===== config.mk =====
export PLATFORM = sky130hd
export DESIGN_NAME = rmf_bias_ctrl
export DESIGN_NICKNAME = d
export VERILOG_FILES = /design/src/rtl/rmf_pkg.sv /design/src/rtl/rmf_win_timer.sv /design/src/rtl/rmf_sat_cnt.sv /design/src/rtl/rmf_hyst_decide.sv /design/src/rtl/rmf_bias_ctrl.sv
export SDC_FILE = /design/constraint.sdc
export NUM_CORES = 1
export LEC_CHECK = 0
export ABC_AREA = 1
export BUFFER_PORTS_ARGS = -buffer_cell sky130_fd_sc_hd__buf_2
export CAP_MARGIN = 10
export CORE_ASPECT_RATIO = 1.25
export CORE_MARGIN = 3
export CORE_UTILIZATION = 59
export DETAILED_ROUTE_END_ITERATION = 10
export PLACE_DENSITY_LB_ADDON = 0.15
export SLEW_MARGIN = 20
export SYNTH_ARGS = -nofsm -noshare
export SYNTH_HDL_FRONTEND = slang
export SYNTH_HIERARCHICAL = 1
export SYNTH_SLANG_ARGS = --single-unit
export TNS_END_PERCENT = 5

===== constraint.sdc =====
create_clock -name clk -period 3.7 [get_ports clk]
set_input_delay 1.11 -clock clk [delete_from_list [all_inputs] [get_ports clk]]
set_output_delay 1.11 -clock clk [all_outputs]
set_load 0.01 [all_outputs]

===== src/rtl/rmf_pkg.sv =====
package rmf_pkg;
    typedef enum logic [1:0] {
        DEC_HOLD = 2'd0,
        DEC_SET  = 2'd1,
        DEC_CLR  = 2'd2
    } bias_dec_e;
endpackage


===== src/rtl/rmf_win_timer.sv =====
module rmf_win_timer #(
    parameter int unsigned WIN_LEN = 256
) (
    input  logic clk,
    input  logic rst_n,
    output logic win_end
);
    localparam int unsigned TW = (WIN_LEN > 2) ? $clog2(WIN_LEN) : 1;
    localparam logic [TW-1:0] LAST = TW'(WIN_LEN - 1);

    logic [TW-1:0] tick_d, tick_q;

    assign win_end = (tick_q == LAST);

    always_comb begin
        tick_d = win_end ? '0 : tick_q + 1'b1;
    end

    always_ff @(posedge clk) begin
        if (!rst_n) tick_q <= '0;
        else        tick_q <= tick_d;
    end
endmodule


===== src/rtl/rmf_sat_cnt.sv =====
module rmf_sat_cnt #(
    parameter int unsigned W = 8
) (
    input  logic         clk,
    input  logic         rst_n,
    input  logic         restart,
    input  logic         inc,
    output logic [W-1:0] value
);
    localparam logic [W-1:0] TOP = {W{1'b1}};

    logic [W-1:0] val_d, val_q;

    always_comb begin
        if (restart)                  val_d = {{(W-1){1'b0}}, inc};
        else if (inc && val_q != TOP) val_d = val_q + 1'b1;
        else                          val_d = val_q;
    end

    always_ff @(posedge clk) begin
        if (!rst_n) val_q <= '0;
        else        val_q <= val_d;
    end

    assign value = val_q;
endmodule


===== src/rtl/rmf_hyst_decide.sv =====
module rmf_hyst_decide
    import rmf_pkg::*;
#(
    parameter int unsigned CNT_W  = 8,
    parameter int unsigned HI_NUM = 1,
    parameter int unsigned HI_DEN = 2,
    parameter int unsigned LO_NUM = 1,
    parameter int unsigned LO_DEN = 10
) (
    input  logic [CNT_W-1:0] total,
    input  logic [CNT_W-1:0] remote,
    output bias_dec_e        dec
);
    localparam int unsigned KMAX = (HI_NUM > HI_DEN ? HI_NUM : HI_DEN) >
                                   (LO_NUM > LO_DEN ? LO_NUM : LO_DEN) ?
                                   (HI_NUM > HI_DEN ? HI_NUM : HI_DEN) :
                                   (LO_NUM > LO_DEN ? LO_NUM : LO_DEN);
    localparam int unsigned KW = $clog2(KMAX + 1);
    localparam int unsigned PW = CNT_W + KW;

    localparam logic [PW-1:0] K_HN = PW'(HI_NUM);
    localparam logic [PW-1:0] K_HD = PW'(HI_DEN);
    localparam logic [PW-1:0] K_LN = PW'(LO_NUM);
    localparam logic [PW-1:0] K_LD = PW'(LO_DEN);

    logic [PW-1:0] tot_w, rem_w;
    logic          above_hi, below_lo;

    always_comb begin
        tot_w    = PW'(total);
        rem_w    = PW'(remote);
        above_hi = (rem_w * K_HD) > (tot_w * K_HN);
        below_lo = (rem_w * K_LD) < (tot_w * K_LN);
        if (total == '0)   dec = DEC_HOLD;
        else if (above_hi) dec = DEC_SET;
        else if (below_lo) dec = DEC_CLR;
        else               dec = DEC_HOLD;
    end
endmodule


===== src/rtl/rmf_bias_ctrl.sv =====
module rmf_bias_ctrl
    import rmf_pkg::*;
#(
    parameter int unsigned WIN_LEN = 256,
    parameter int unsigned CNT_W   = 8,
    parameter int unsigned HI_NUM  = 1,
    parameter int unsigned HI_DEN  = 2,
    parameter int unsigned LO_NUM  = 1,
    parameter int unsigned LO_DEN  = 10
) (
    input  logic             clk,
    input  logic             rst_n,
    input  logic             miss_vld,
    input  logic             miss_remote,
    output logic             bias_en,
    output logic [CNT_W-1:0] last_total,
    output logic [CNT_W-1:0] last_remote
);
    localparam int unsigned NCNT = 2;

    typedef struct packed {
        logic             bias;
        logic [CNT_W-1:0] tot;
        logic [CNT_W-1:0] rem;
    } ctl_state_t;

    logic             win_end;
    logic [NCNT-1:0]  cnt_inc;
    logic [CNT_W-1:0] cnt_val [NCNT];
    logic [CNT_W-1:0] tot_cnt, rem_cnt;
    bias_dec_e        dec;
    ctl_state_t       st_d, st_q;

    rmf_win_timer #(.WIN_LEN(WIN_LEN)) u_timer (
        .clk     (clk),
        .rst_n   (rst_n),
        .win_end (win_end)
    );

    assign cnt_inc[0] = miss_vld;
    assign cnt_inc[1] = miss_vld & miss_remote;

    for (genvar g = 0; g < NCNT; g++) begin : g_cnt
        rmf_sat_cnt #(.W(CNT_W)) u_cnt (
            .clk     (clk),
            .rst_n   (rst_n),
            .restart (win_end),
            .inc     (cnt_inc[g]),
            .value   (cnt_val[g])
        );
    end

    assign tot_cnt = cnt_val[0];
    assign rem_cnt = cnt_val[1];

    rmf_hyst_decide #(
        .CNT_W(CNT_W), .HI_NUM(HI_NUM), .HI_DEN(HI_DEN),
        .LO_NUM(LO_NUM), .LO_DEN(LO_DEN)
    ) u_decide (
        .total  (tot_cnt),
        .remote (rem_cnt),
        .dec    (dec)
    );

    always_comb begin
        st_d = st_q;
        if (win_end) begin
            st_d.tot = tot_cnt;
            st_d.rem = rem_cnt;
            case (dec)
                DEC_SET: st_d.bias = 1'b1;
                DEC_CLR: st_d.bias = 1'b0;
                default: st_d.bias = st_q.bias;
            endcase
        end
    end

    always_ff @(posedge clk) begin
        if (!rst_n) st_q <= '0;
        else        st_q <= st_d;
    end

    assign bias_en     = st_q.bias;
    assign last_total  = st_q.tot;
    assign last_remote = st_q.rem;
endmodule


### Yosys cells after proc, flatten, opt, wreduce, memory -nomap -nowiden

Cells that the tools add are included.

| word-level totals | value |
|---|---|
| flip-flop bits (word level) | 41 |
| input port bits | 4 |
| output and inout bits | 17 |
| word-level logic and storage cells | 37 |

| operators by class | value |
|---|---|
| $add $sub $neg | 3 |
| multipliers | 1 |
| $lt $le $gt $ge | 2 |
| equality and inequality tests | 5 |
| mux-type cells | 8 |
| bitwise gates (word level) | 2 |
| reduce and logical (&&, ||, !) cells | 8 |

Operator list:

| operator | number |
|---|---|
| adder 8 x 1 -> 8 bit, second input constant | 3 |
| inequality test 8 bit, second input constant | 2 |
| less-than comparator 12 x 8 -> 1 bit | 1 |
| multiplier 8 x 3 -> 11 bit, second input constant | 1 |
| > comparator 9 x 8 -> 1 bit | 1 |
| == test 8 bit, second input constant | 1 |
| zero test 8 bit | 1 |
| two-way mux 2 bit | 3 |
| nonzero test 2 bit | 3 |
| two-way mux 1 bit | 4 |
| == test 2 x 1 -> 1 bit, second input constant | 1 |
| == test 2 bit, second input constant | 1 |
| logical AND 1 bit | 2 |
| one-hot mux 1 bit (2 select lines) | 1 |
| AND reduction 2 bit | 1 |
| OR reduction 2 bit | 1 |
| AND 1 bit | 1 |
| inverter 1 bit | 1 |

### Longest topological paths before layout

Gate-level depths: netlist of the first run.

| depth | value |
|---|---|
| depth in word-level cells | 8 |
| depth in mapped cells | 19 |
| depth with buffers taken out | 19 |

### Cells and area by module

Netlist of the first run, hierarchy kept.

Modules (own cells, without submodules):

| module | times used | cells each | area an instance (um2) | seq. area each (um2) |
|---|---|---|---|---|
| rmf_sat_cnt | 2 | 73 | 486.7 | 160.2 |
| rmf_bias_ctrl | 1 | 79 | 685.7 | 340.3 |
| rmf_hyst_decide | 1 | 103 | 648.1 | 0.0 |
| rmf_win_timer | 1 | 54 | 377.9 | 160.2 |

### Least setup slack after synthesis of the first run

Ideal clock, no wire load.

| timing path | value |
|---|---|
| path kind | flip-flop to flip-flop |
| from | reg g_cnt[1].u_cnt.val_q[3] |
| to | reg st_q (netlist bit bias_en) |
| arrival time | 2.655 ns |
| setup slack | 0.932 ns |
| cell stages (with the launch flop) | 20 |
| path buffers | 0 |
| cell sequence | dfxtp_1 > ha_1 > ha_1 > nand2_1 > nand2_1 > a21oi_1 > xor2_1 > ha_1 > nand2_1 > nand2_1 > nor2_1 > nand2_1 > nor2_1 > nand3_1 > nor2_1 > ha_1 > inv_1 > nand3_1 > nand2_1 > nor2_1 |

| on the way | value |
|---|---|
| longest elaborated chain between the ends | 8 |
| elaborated cells between the ends (all ways) | 11 |

RTL lines:

| item | RTL line | RTL |
|---|---|---|
| start, declared | rmf_sat_cnt.sv:12 | `logic [W-1:0] val_d, val_q;` |
| start signal, assigned | rmf_sat_cnt.sv:22 | `else val_q <= val_d;` |
| multiplier 8 x 3 -> 11 bit | rmf_hyst_decide.sv:33 | `below_lo = (rem_w * K_LD) < (tot_w * K_LN);` |
| less-than comparator 12 x 8 -> 1 bit | rmf_hyst_decide.sv:33 |  |
| two-way mux 2 bit | rmf_hyst_decide.sv:36 | `else if (below_lo) dec = DEC_CLR;` |
| two-way mux 2 bit (*) | rmf_hyst_decide.sv:35 | `else if (above_hi) dec = DEC_SET;` |
| two-way mux 2 bit (*) | rmf_hyst_decide.sv:34 | `if (total == '0) dec = DEC_HOLD;` |
| named net dec[1] | rmf_bias_ctrl.sv:31 | `bias_dec_e dec;` |
| == test 2 bit or == test 2 x 1 -> 1 bit (tied branches) | rmf_bias_ctrl.sv:70 | `case (dec)` |
| nonzero test 2 bit (no source line) | n/a |  |
| AND reduction 2 bit (no source line) | n/a |  |
| end signal, assigned | rmf_bias_ctrl.sv:80 | `else st_q <= st_d;` |
| end, declared | rmf_bias_ctrl.sv:32 | `ctl_state_t st_d, st_q;` |

Mark *: on every way through the listed nets, which the timed path passes. The rest lies on a longest branch.
A chain may end at the register's enable or synchronous reset.

### Worst setup path after layout of the first run

| timing path | value |
|---|---|
| from | reg g_cnt[1].u_cnt.val_q[2] |
| to | reg st_q (netlist bit bias_en) |

Same word-level chain as after synthesis.

==> results.json, run 1 <==
{
  "synthFlopType": "dfxtp_1",
  "yosys-top-cells-area": "dfxtp_1 (31%), ha_1 (13%), nand2_1 (12%)",
  "hold_buffers": 0,
  "dr_total_vias": 2338,
  "clkLatencyLatePin_ns": 0.29,
  "holdPathEnd": "u_timer/tick_q[0]$_SDFF_PP0_",
  "start_util": 0.6349,
  "core_sq_um": 4229,
  "yosysTopAreaCell": "dfxtp_1",
  "finalSetupViolCount": 0,
  "ys_types": 28,
  "synthArstFlopShare": 0,
  "ys_seq_elements": 41,
  "cts_max_level": 2,
  "required_ns": 3.89,
  "dieArea_sq_um": 5402,
  "r2r_setup_slack_ns": 0.68,
  "synth_fp_nets": 415,
  "hold_path_class": "reg2reg",
  "grt_max_degree": 23,
  "post-route-util": 0.6852,
  "fp.dieH_microns": 81.43,
  "hpwl_mm": 4.024,
  "period_share": 0.8173,
  "hold_viol_final": 0,
  "synth_edf_count": 0,
  "portBuffers": 20,
  "leakage_nw": 1.495,
  "tns_ns": 0,
  "status": "finished clean",
  "min_path_cells": 1,
  "worst-r2r-cell-count": 19,
  "layout_min_cycle_time_ns": 3.024,
  "vdd_drop_max_mv": 0.2431,
  "fmax_mhz": 330.7,
  "grt_pass1_wl_mm": 9.397,
  "critPathLaunchType": "register",
  "cts_root_buf": "clkbuf_8",
  "cts_setup_buffers": 0,
  "cp_data_arrival_time_ns": 3.22,
  "grt_util_all_layers": 0.2215,
  "drv_slew": 0,
  "netlist.area_leader.share": 0.3057,
  "cts_max_path_buffers": 2,
  "yosys_warnings": 6,
  "firstDrtPassIters": 4,
  "finClkSkew_ns": 0.007461,
  "syn_area_per_cell_sq_um": 7.029,
  "ctsResizeCount": 0,
  "numCtsBuffers": 5,
  "wl_per_cell_microns": 11.59,
  "yosysSeqAreaShare": 0.3057,
  "place.gp.congestion": 0.8291,
  "power.total_w": 0.0008927,
  "dieWidth_microns": 66.34,
  "path_class": "reg2reg",
  "worst_slew_pin_slew_ns": 0.6269,
  "drt_iter0_markers": 124,
  "timing.rr.end": "bias_en$_SDFFE_PN0P_",
  "path_clk_slew_ns": 0.08,
  "fillers": 373,
  "synth_cells": 382,
  "drc_errors": 0,
  "hold-worst-slack_ns": 0.4631,
  "grt_setup_unrepaired": "no",
  "grt_pass1_vias": 2145,
  "synthToLayoutAreaGrowth_pct": 7.922,
  "min_from": "u_timer/tick_q[0]$_SDFF_PP0_",
  "power.density_nw_per_um2": 308.1,
  "drive_gt1_frac": 0.1531,
  "wl_mm": 5.343,
  "mappedNetlistArea_sq_um": 2685,
  "pin_count": 21,
  "grt_overflow_total": 0,
  "reg2reg_from": "g_cnt[1].u_cnt/value[2]$_SDFFE_PP0P_",
  "final_nets": 437,
  "rows": 26,
  "slew-limit-headroom": 0.5816,
  "antennaDiodeCount": 0,
  "vias_per_cell": 5.072,
  "clock-sinks": 41,
  "crit_fanout": 9,
  "end_kind": "register",
  "antenna_left": 0,
  "cts_tree": "built",
  "antenna_found_initial": 0,
  "maxCapViolations": 0
}
[layout by cell type, fill, tap and decap left out]
master     Yosys  layout
nand2_1       83      83
nor2_1        63      63
inv_1         47      47
dfxtp_1       41      41
ha_1          28      28
nand3_1       26      26
buf_2          0      20
nor2_2        19      19
a21oi_1       17      17
o21ai_0       10      10
o21ai_1        9       9
clkbuf_8       2       6
nand4_1        6       6
nand2_4        5       5
a21oi_2        4       4
xor2_1         4       4
nand2_2        3       3
nor3b_1        2       2
inv_8          1       1
o21ai_2        1       1
bufinv_16      0       1
clkbuf_1       0       1
buf_4          0       1
or2_0          1       1
nor3_1         1       1
and3_2         1       1
and2_1         1       1
nand3b_1       1       1
fa_1           1       1
xnor2_1        1       1
[synthesized netlist by cell type, types with 2 or more instances]
library cell / count
nand2_1: 83
nor2_1: 63
inv_1: 47
dfxtp_1: 41
ha_1: 28
nand3_1: 26
nor2_2: 19
a21oi_1: 17
o21ai_0: 10
o21ai_1: 9
nand4_1: 6
nand2_4: 5
a21oi_2: 4
xor2_1: 4
buf_6: 3
nand2_2: 3
clkbuf_8: 2
nor3b_1: 2
[state kept, by name (all words and copies together), names as in the netlist]
| signal | count |
|---|---|
| last_total | 8 |
| last_remote | 8 |
| u_timer/tick_q | 8 |
| bias_en | 1 |
| g_cnt.u_cnt/value | 16 |
[worst max-delay path: stages, from the launching register on]
cell and delay (ns):
dfxtp_1 0.56, ha_1 0.33, ha_1 0.30, nand2_1 0.06, inv_1 0.04, a21oi_1 0.19
xor2_1 0.17, ha_1 0.27, nand2_1 0.07, nand2_1 0.05, nor2_1 0.09, nand2_1 0.05
nor2_1 0.09, nand3_1 0.07, nor2_1 0.09, ha_1 0.23, inv_1 0.08, nand3_1 0.07
nand2_1 0.08, nor2_1 0.04
[worst max path at each step]
stage	startpoint	end	slack [ns]	depth (start not counted)
2_1_floorplan	g_cnt[1].u_cnt/value[3]$_SDFFE_PP0P_	bias_en$_SDFFE_PN0P_	0.93	19
3_3_place_gp	g_cnt[1].u_cnt/value[2]$_SDFFE_PP0P_	bias_en$_SDFFE_PN0P_	0.79	19
3_5_place_dp	g_cnt[1].u_cnt/value[2]$_SDFFE_PP0P_	bias_en$_SDFFE_PN0P_	0.68	19
4_1_cts	g_cnt[1].u_cnt/value[2]$_SDFFE_PP0P_	bias_en$_SDFFE_PN0P_	0.67	19
5_1_grt	g_cnt[1].u_cnt/value[2]$_SDFFE_PP0P_	bias_en$_SDFFE_PN0P_	0.33	19
6_report	g_cnt[1].u_cnt/value[2]$_SDFFE_PP0P_	bias_en$_SDFFE_PN0P_	0.68	19
[per-stage QoR]
| step | cells | setup WS [ns] | area (sq um) |
|---|---|---|---|
| after floorplan | 382 | 0.9318 | 2685 |
| after global placement | 453 | 0.7949 | 2781 |
| after detailed placement | 453 | 0.6818 | 2781 |
| after CTS | 461 | 0.6673 | 2898 |
| after global routing | 461 | 0.3302 | 2898 |
| final | 461 | 0.6759 | 2898 |
[cells by family after synthesis]
| group | after synthesis | share of synthesized area |
|---|---|---|
| xor+xnor | 5 | 0.01631 |
| compound gates | 41 | 0.08341 |
| simple gates | 212 | 0.3565 |
| buf+inv | 54 | 0.1002 |
| fa+ha+maj | 29 | 0.1379 |
| flops | 41 | 0.3057 |
[report_power, final]
group          leakage [nW]  internal (W)  switching (W)  total (W)
combinational          1.10     0.0000235      0.0000394  0.0000630
sequential            0.331      0.000447     0.00000862   0.000455
clock                0.0585      0.000220       0.000154   0.000374
total                  1.49      0.000690       0.000202   0.000893
[layout make-up]
class | instances | area (sq um) | area share
timing repair buffer | 21 | 107.6 | 0.03713
tap | 56 | 70.07 | 0.02418
sequential | 41 | 820.8 | 0.2832
inverter | 48 | 187.7 | 0.06477
multi-input combinational | 287 | 1595 | 0.5505
clock inverter | 1 | 30.03 | 0.01036
clock buffer | 7 | 86.33 | 0.02979
[per-layer routing]
metal / global-route usage / up-vias / part of all wire
li1: - / 1253 / -
met1: 0.2880 / 1044 / 0.48
met2: 0.3674 / 34 / 0.48
met3: 0.03830 / 7 / 0.032
met4: 0.07927 / 0 / 0.012
met5: 0 / - / 0
Note: power is estimated with default switching activity, not from simulation.
==> inputs of run 2 (changes only) <==
Settings changed: ABC_AREA 1 to 0, CORE_UTILIZATION 59 to 54.
Clock period 3.7 ns to 2.45 ns, I/O delays scaled along.
==> results.json, run 2 <==
{
  "clkPwrFrac": 0.411,
  "cp_data_arrival_time_ns": 2.93,
  "drv_slew": 0,
  "crit_fanout": 3,
  "power_switching_w": 0.0003117,
  "wl_mm": 5.244,
  "yosysMostFrequentCell": "dfxtp_1",
  "placed_cells": 358,
  "antenna_found_initial": 0,
  "yosys-top-cells-area": "dfxtp_1 (33%), ha_1 (14%), mux2i_1 (8.8%)",
  "dieArea_sq_um": 5515,
  "yosysTopAreaCell": "dfxtp_1",
  "slew-limit-headroom": 0.6518,
  "yosys.area_share.simple": 0.2354,
  "switching_share": 0.2320,
  "multi_input_area_sq_um": 1659,
  "critPathMostFrequentCell": "ha_4",
  "layout_commonest_cell": "dfxtp_1",
  "grt_pass1_vias": 1982,
  "dieWidth_microns": 67.03,
  "grt-busiest-layer": "met2",
  "synthFlopType": "dfxtp_1",
  "antennaDiodeCount": 0,
  "synth_fa_ha_area_frac": 0.1473,
  "clock-sinks": 41,
  "synthArstFlopShare": 0,
  "synth_top_family_by_area": "simple AND/OR/NAND/NOR gates",
  "fillers": 403,
  "synth_cells": 266,
  "grt_overflow_total": 0,
  "pin_count": 21,
  "numCtsBuffers": 5,
  "worstPathCellList": "ha_4 > ha_4 > fa_2 > xor2_1 > ha_1 > a21o_1 > a211oi_2 > o2111a_1 > ha_4 > nand3b_1 > o211a_1",
  "yosysSeqAreaShare": 0.3265,
  "violations": "negative setup slack",
  "use_met3": 0.04060,
  "dr_total_vias": 2072,
  "status": "finished with violations",
  "grt_max_degree": 22,
  "finClkSkew_ns": 0.005914,
  "crit_slowest_cell": "dfxtp_4",
  "register_area_sq_um": 830.8,
  "met2_usage": 0.3589,
  "sequentialPowerShare": 0.510,
  "synth-xor-area-share": 0.01742,
  "wl_per_cell_microns": 14.25,
  "drive_gt1_frac": 0.2419,
  "grt_setup_unrepaired": "yes",
  "leakage_nw": 1.227,
  "fin_ws_ns": -0.2884,
  "antenna_left": 0,
  "layout_min_cycle_time_ns": 2.738,
  "firstDrtPassIters": 4,
  "cp_num_buf_inv": 0,
  "fmax_mhz": 365.2,
  "fp.dieH_microns": 82.28,
  "rows": 27,
  "synth_edf_count": 0,
  "placed_cell_area_sq_um": 2831,
  "drc_errors": 0,
  "synthToLayoutAreaGrowth_pct": 19.06,
  "largest_reg_flops": 16,
  "netlist.area_leader.share": 0.3265,
  "final_cells": 368,
  "clkLatencyLatePin_ns": 0.29,
  "cts_max_path_buffers": 2,
  "maxCapViolations": 0,
  "final_nets": 342,
  "p_int_w": 0.001032,
  "hold_viol_final": 0,
  "r2r_setup_slack_ns": -0.29,
  "slowest_delay_ns": 0.36,
  "finalSetupViolCount": 1,
  "tns_ns": -0.2884,
  "hold_path_class": "reg2reg",
  "combPwrFrac": 0.079,
  "ys_types": 45,
  "vdd_drop_max_mv": 0.3783,
  "place.gp.congestion": 0.7953,
  "path_clk_slew_ns": 0.08,
  "synth.area.mux_share": 0.08761,
  "grt_pass1_wl_mm": 8.942,
  "final_cell_mix": "dfxtp_1 (37), buf_4 (23), mux2i_1 (22)",
  "cpLargestDelayFamily": "adder cells",
  "core_sq_um": 4459,
  "hpwl_mm": 3.937,
  "required_ns": 2.64,
  "portBuffers": 20,
  "worst_slew_pin_slew_ns": 0.5212,
  "mappedNetlistArea_sq_um": 2514,
  "grt_use_met1": 0.2613,
  "power.density_nw_per_um2": 449.0,
  "cts_root_buf": "clkbuf_8",
  "end_kind": "register",
  "final_area_sq_um": 2993,
  "synth-compound-area-share": 0.1359,
  "syn_area_per_cell_sq_um": 9.450,
  "cts_max_level": 2,
  "critPathLaunchType": "register",
  "synth_common_cells": "dfxtp_1 (41), ha_1 (28), mux2i_1 (22), nor2b_1 (19), nand2_1 (17)",
  "cts_tree": "built",
  "period_share": 1.118,
  "path_class": "reg2reg",
  "synth_fp_nets": 299,
  "vias_per_cell": 5.630,
  "yosys_warnings": 6,
  "grt_util_all_layers": 0.2094,
  "ys_seq_elements": 41,
  "power.total_w": 0.001344,
  "post-route-util": 0.6712,
  "drt_iter0_markers": 82,
  "start_util": 0.5637
}
run 2: power groups by stage:
| stage | sequential, W | clock [W] | combinational [W] |
|---|---|---|---|
| after floorplan | 0.000702 | 0 | 0.0000750 |
| after global placement | 0.000702 | 0 | 0.000104 |
| after detailed placement | 0.000702 | 0 | 0.000107 |
| after CTS | 0.000686 | 0.000564 | 0.000107 |
| after global routing | 0.000687 | 0.000592 | 0.000123 |
| final | 0.000685 | 0.000552 | 0.000107 |
run 2: layout make-up:
type | instances | share of cell area
multi-input combinational | 206 | 0.5543
sequential | 41 | 0.2776
timing repair buffer | 43 | 0.09114
tap | 58 | 0.02425
clock buffer | 5 | 0.02299
inverter | 12 | 0.01505
clock inverter | 3 | 0.01463
run 2: metrics by stage:
step,setup slack (ns),hold slack [ns]
2_1_floorplan,-0.3185,0.4405
3_3_place_gp,-0.3162,0.4611
3_5_place_dp,-0.3819,0.4688
4_1_cts,-0.2929,0.4887
5_1_grt,-0.3843,0.5453
6_report,-0.2884,0.4789
run 2: kinds of logic (layout without fill, tap and decap cells):
kind of cell,count (synthesis),in the layout
multiplexers,22,22
adder cells (fa/ha/maj),29,29
flip-flops,41,41
AND/OR/NAND/NOR,101,101
XOR/XNOR,5,5
AO/OA/AOI/OAI,49,49
buffers and inverters,19,63
run 2: worst paths after layout:
path / from / end / cells after the start
worst max-delay path: g_cnt[1].u_cnt/value[3]$_SDFFE_PP0P_ / bias_en$_SDFFE_PN0P_ / 11
worst min-delay path: u_timer/tick_q[0]$_SDFF_PP0_ / u_timer/tick_q[0]$_SDFF_PP0_ / 1
worst max register to register: g_cnt[1].u_cnt/value[3]$_SDFFE_PP0P_ / bias_en$_SDFFE_PN0P_ / 11
worst min register to register: u_timer/tick_q[0]$_SDFF_PP0_ / u_timer/tick_q[0]$_SDFF_PP0_ / 1
run 2: timing repair:
| action | CTS | global route |
|---|---|---|
| hold buffers | 0 | 0 |
| gates resized for setup | 4 | 1 |
| pin swaps | 15 | 7 |
| endpoints found under the setup margin | 1 | 1 |
| buffers inserted | 2 | 0 |
run 2: metal layers:
layer / wire [microns] / part of all wire / vias up
li1: - / - / 1067
met1: 2375 / 0.45 / 962
met2: 2626 / 0.50 / 34
met3: 170 / 0.032 / 9
met4: 72 / 0.014 / 0
met5: 0 / 0 / -
run 2: worst reg2reg max path, stage by stage (launching register included):
cell      delay (ns)
dfxtp_4         0.36
ha_4            0.22
ha_4            0.16
fa_2            0.34
xor2_1          0.17
ha_1            0.31
a21o_1          0.18
a211oi_2        0.20
o2111a_1        0.23
ha_4            0.21
nand3b_1        0.15
o211a_1         0.11
==> inputs of run 3 (changes only) <==
Settings changed: CELL_PAD_IN_SITES_DETAIL_PLACEMENT set to 1, CELL_PAD_IN_SITES_GLOBAL_PLACEMENT set to 2, CORE_MARGIN 3 to not set, CORE_UTILIZATION 54 to 34.
==> results.json, run 3 (synthesis gave the netlist of run 2 again) <==
{
  "critPathLaunch": "g_cnt[1].u_cnt/value[1]$_SDFFE_PP0P_",
  "dr_total_vias": 2068,
  "finClkSkew_ns": 0.005978,
  "portBuffers": 20,
  "placed_cell_area_sq_um": 2887,
  "finalSetupViolCount": 1,
  "worst_slew_pin_slew_ns": 0.4957,
  "hold_path_class": "reg2reg",
  "grt_util_all_layers": 0.1737,
  "cts_tree": "built",
  "crit_fanout": 3,
  "grt_pass1_vias": 2139,
  "required_ns": 2.64,
  "power.total_w": 0.001233,
  "layout_min_cycle_time_ns": 2.803,
  "antenna_found_initial": 0,
  "final_cell_mix": "dfxtp_1 (37), buf_4 (26), mux2i_1 (22)",
  "wl_mm": 6.158,
  "hold-worst-slack_ns": 0.4882,
  "cts_root_buf": "clkbuf_8",
  "hold_buffers": 0,
  "reg2reg_from": "g_cnt[1].u_cnt/value[1]$_SDFFE_PP0P_",
  "crit_slowest_cell": "dfxtp_2",
  "synthToLayoutAreaGrowth_pct": 20.51,
  "fin_ws_ns": -0.3532,
  "grt_pass1_wl_mm": 10.52,
  "grt_max_degree": 15,
  "leakage_nw": 1.233,
  "cts_max_level": 2,
  "hpwl_mm": 4.726,
  "critPathLaunchType": "register",
  "vias_per_cell": 5.132,
  "status": "finished with violations",
  "fmax_mhz": 356.7,
  "worstPathCellList": "ha_4 > ha_4 > fa_2 > xor2_1 > ha_1 > a21o_1 > a211oi_2 > o2111a_1 > ha_4 > nand3b_1 > o211a_1",
  "wl_per_cell_microns": 15.28,
  "end_kind": "register",
  "critPathMostFrequentCell": "ha_4",
  "min_from": "u_timer/tick_q[0]$_SDFF_PP0_",
  "path_class": "reg2reg",
  "rows": 34,
  "drive_gt1_frac": 0.2492,
  "dieWidth_microns": 78.91,
  "clkLatencyLatePin_ns": 0.29,
  "slew-limit-headroom": 0.6689,
  "place.gp.congestion": 0.7445,
  "clock-sinks": 41,
  "cts_max_path_buffers": 2,
  "final_nets": 345,
  "cp_data_arrival_time_ns": 2.99,
  "numCtsBuffers": 5,
  "drt_iter0_markers": 65,
  "antenna_left": 0,
  "layout_commonest_cell": "dfxtp_1",
  "antennaDiodeCount": 0,
  "hold_viol_final": 0,
  "path_clk_slew_ns": 0.08,
  "dieArea_sq_um": 7743,
  "period_share": 1.144,
  "grt_setup_unrepaired": "yes",
  "slowest_delay_ns": 0.34,
  "power.density_nw_per_um2": 407.0,
  "cp_num_buf_inv": 0,
  "maxCapViolations": 0,
  "final_area_sq_um": 3029,
  "vdd_drop_max_mv": 0.2547,
  "start_util": 0.3560,
  "largest_reg_flops": 16,
  "core_sq_um": 7062,
  "drc_errors": 0,
  "drv_slew": 0,
  "cpLargestDelayFamily": "adder cells",
  "violations": "negative setup slack",
  "pin_count": 21,
  "grt_overflow_total": 0,
  "fp.dieH_microns": 98.13,
  "firstDrtPassIters": 4
}
## run 3: final cells by class
type                       count  area, sq um
timing repair buffer          46        295.3
inverter                      12        45.04
clock buffer                   5        68.82
multi-input combinational    206         1659
tap                           90        112.6
sequential                    41        830.8
clock inverter                 3        17.52
fill                         844         4033
## run 3: worst paths after layout
| path | end | slack [ns] | cells after the start |
|---|---|---|---|
| setup / recovery | bias_en$_SDFFE_PN0P_ | -0.35 | 11 |
| hold / removal | u_timer/tick_q[0]$_SDFF_PP0_ | 0.49 | 1 |
| setup reg to reg | bias_en$_SDFFE_PN0P_ | -0.35 | 11 |
| hold reg to reg | u_timer/tick_q[0]$_SDFF_PP0_ | 0.49 | 1 |
## run 3: where the power goes
| part | internal [W] | total [W] | switching (W) | leakage (nW) |
|---|---|---|---|---|
| sequential | 0.000674 | 0.000685 | 0.0000114 | 0.334 |
| clock | 0.000197 | 0.000439 | 0.000242 | 0.0439 |
| combinational | 0.0000527 | 0.000108 | 0.0000557 | 0.855 |
## run 3: repair_timing
action	4_1_cts	5_1_grt
endpoints found under the setup margin	1	1
gates resized for setup	5	0
pin swaps	12	2
hold endpoints to repair	0	0
buffers inserted	2	1
## run 3: through the flow
step / utilization / instances / TNS (ns) / setup slack (ns)
CTS: 0.4279 / 402 / -0.3662 / -0.3662
detailed placement: 0.4088 / 392 / -0.4057 / -0.4057
floorplan: - / 266 / -0.3185 / -0.3185
global route: 0.4290 / 403 / -0.4434 / -0.4434
global placement: 0.4088 / 392 / -0.3363 / -0.3363
finish: 0.4290 / 403 / -0.3532 / -0.3532
## run 3: metal layers
layer  vias up  wire length [microns]  GRT usage
li1       1063                      -          -
met1       984                   2949     0.2218
met2        19                   3067     0.3017
met3         2                    105    0.02897
met4         0                     36    0.04196
met5         -                      0          0
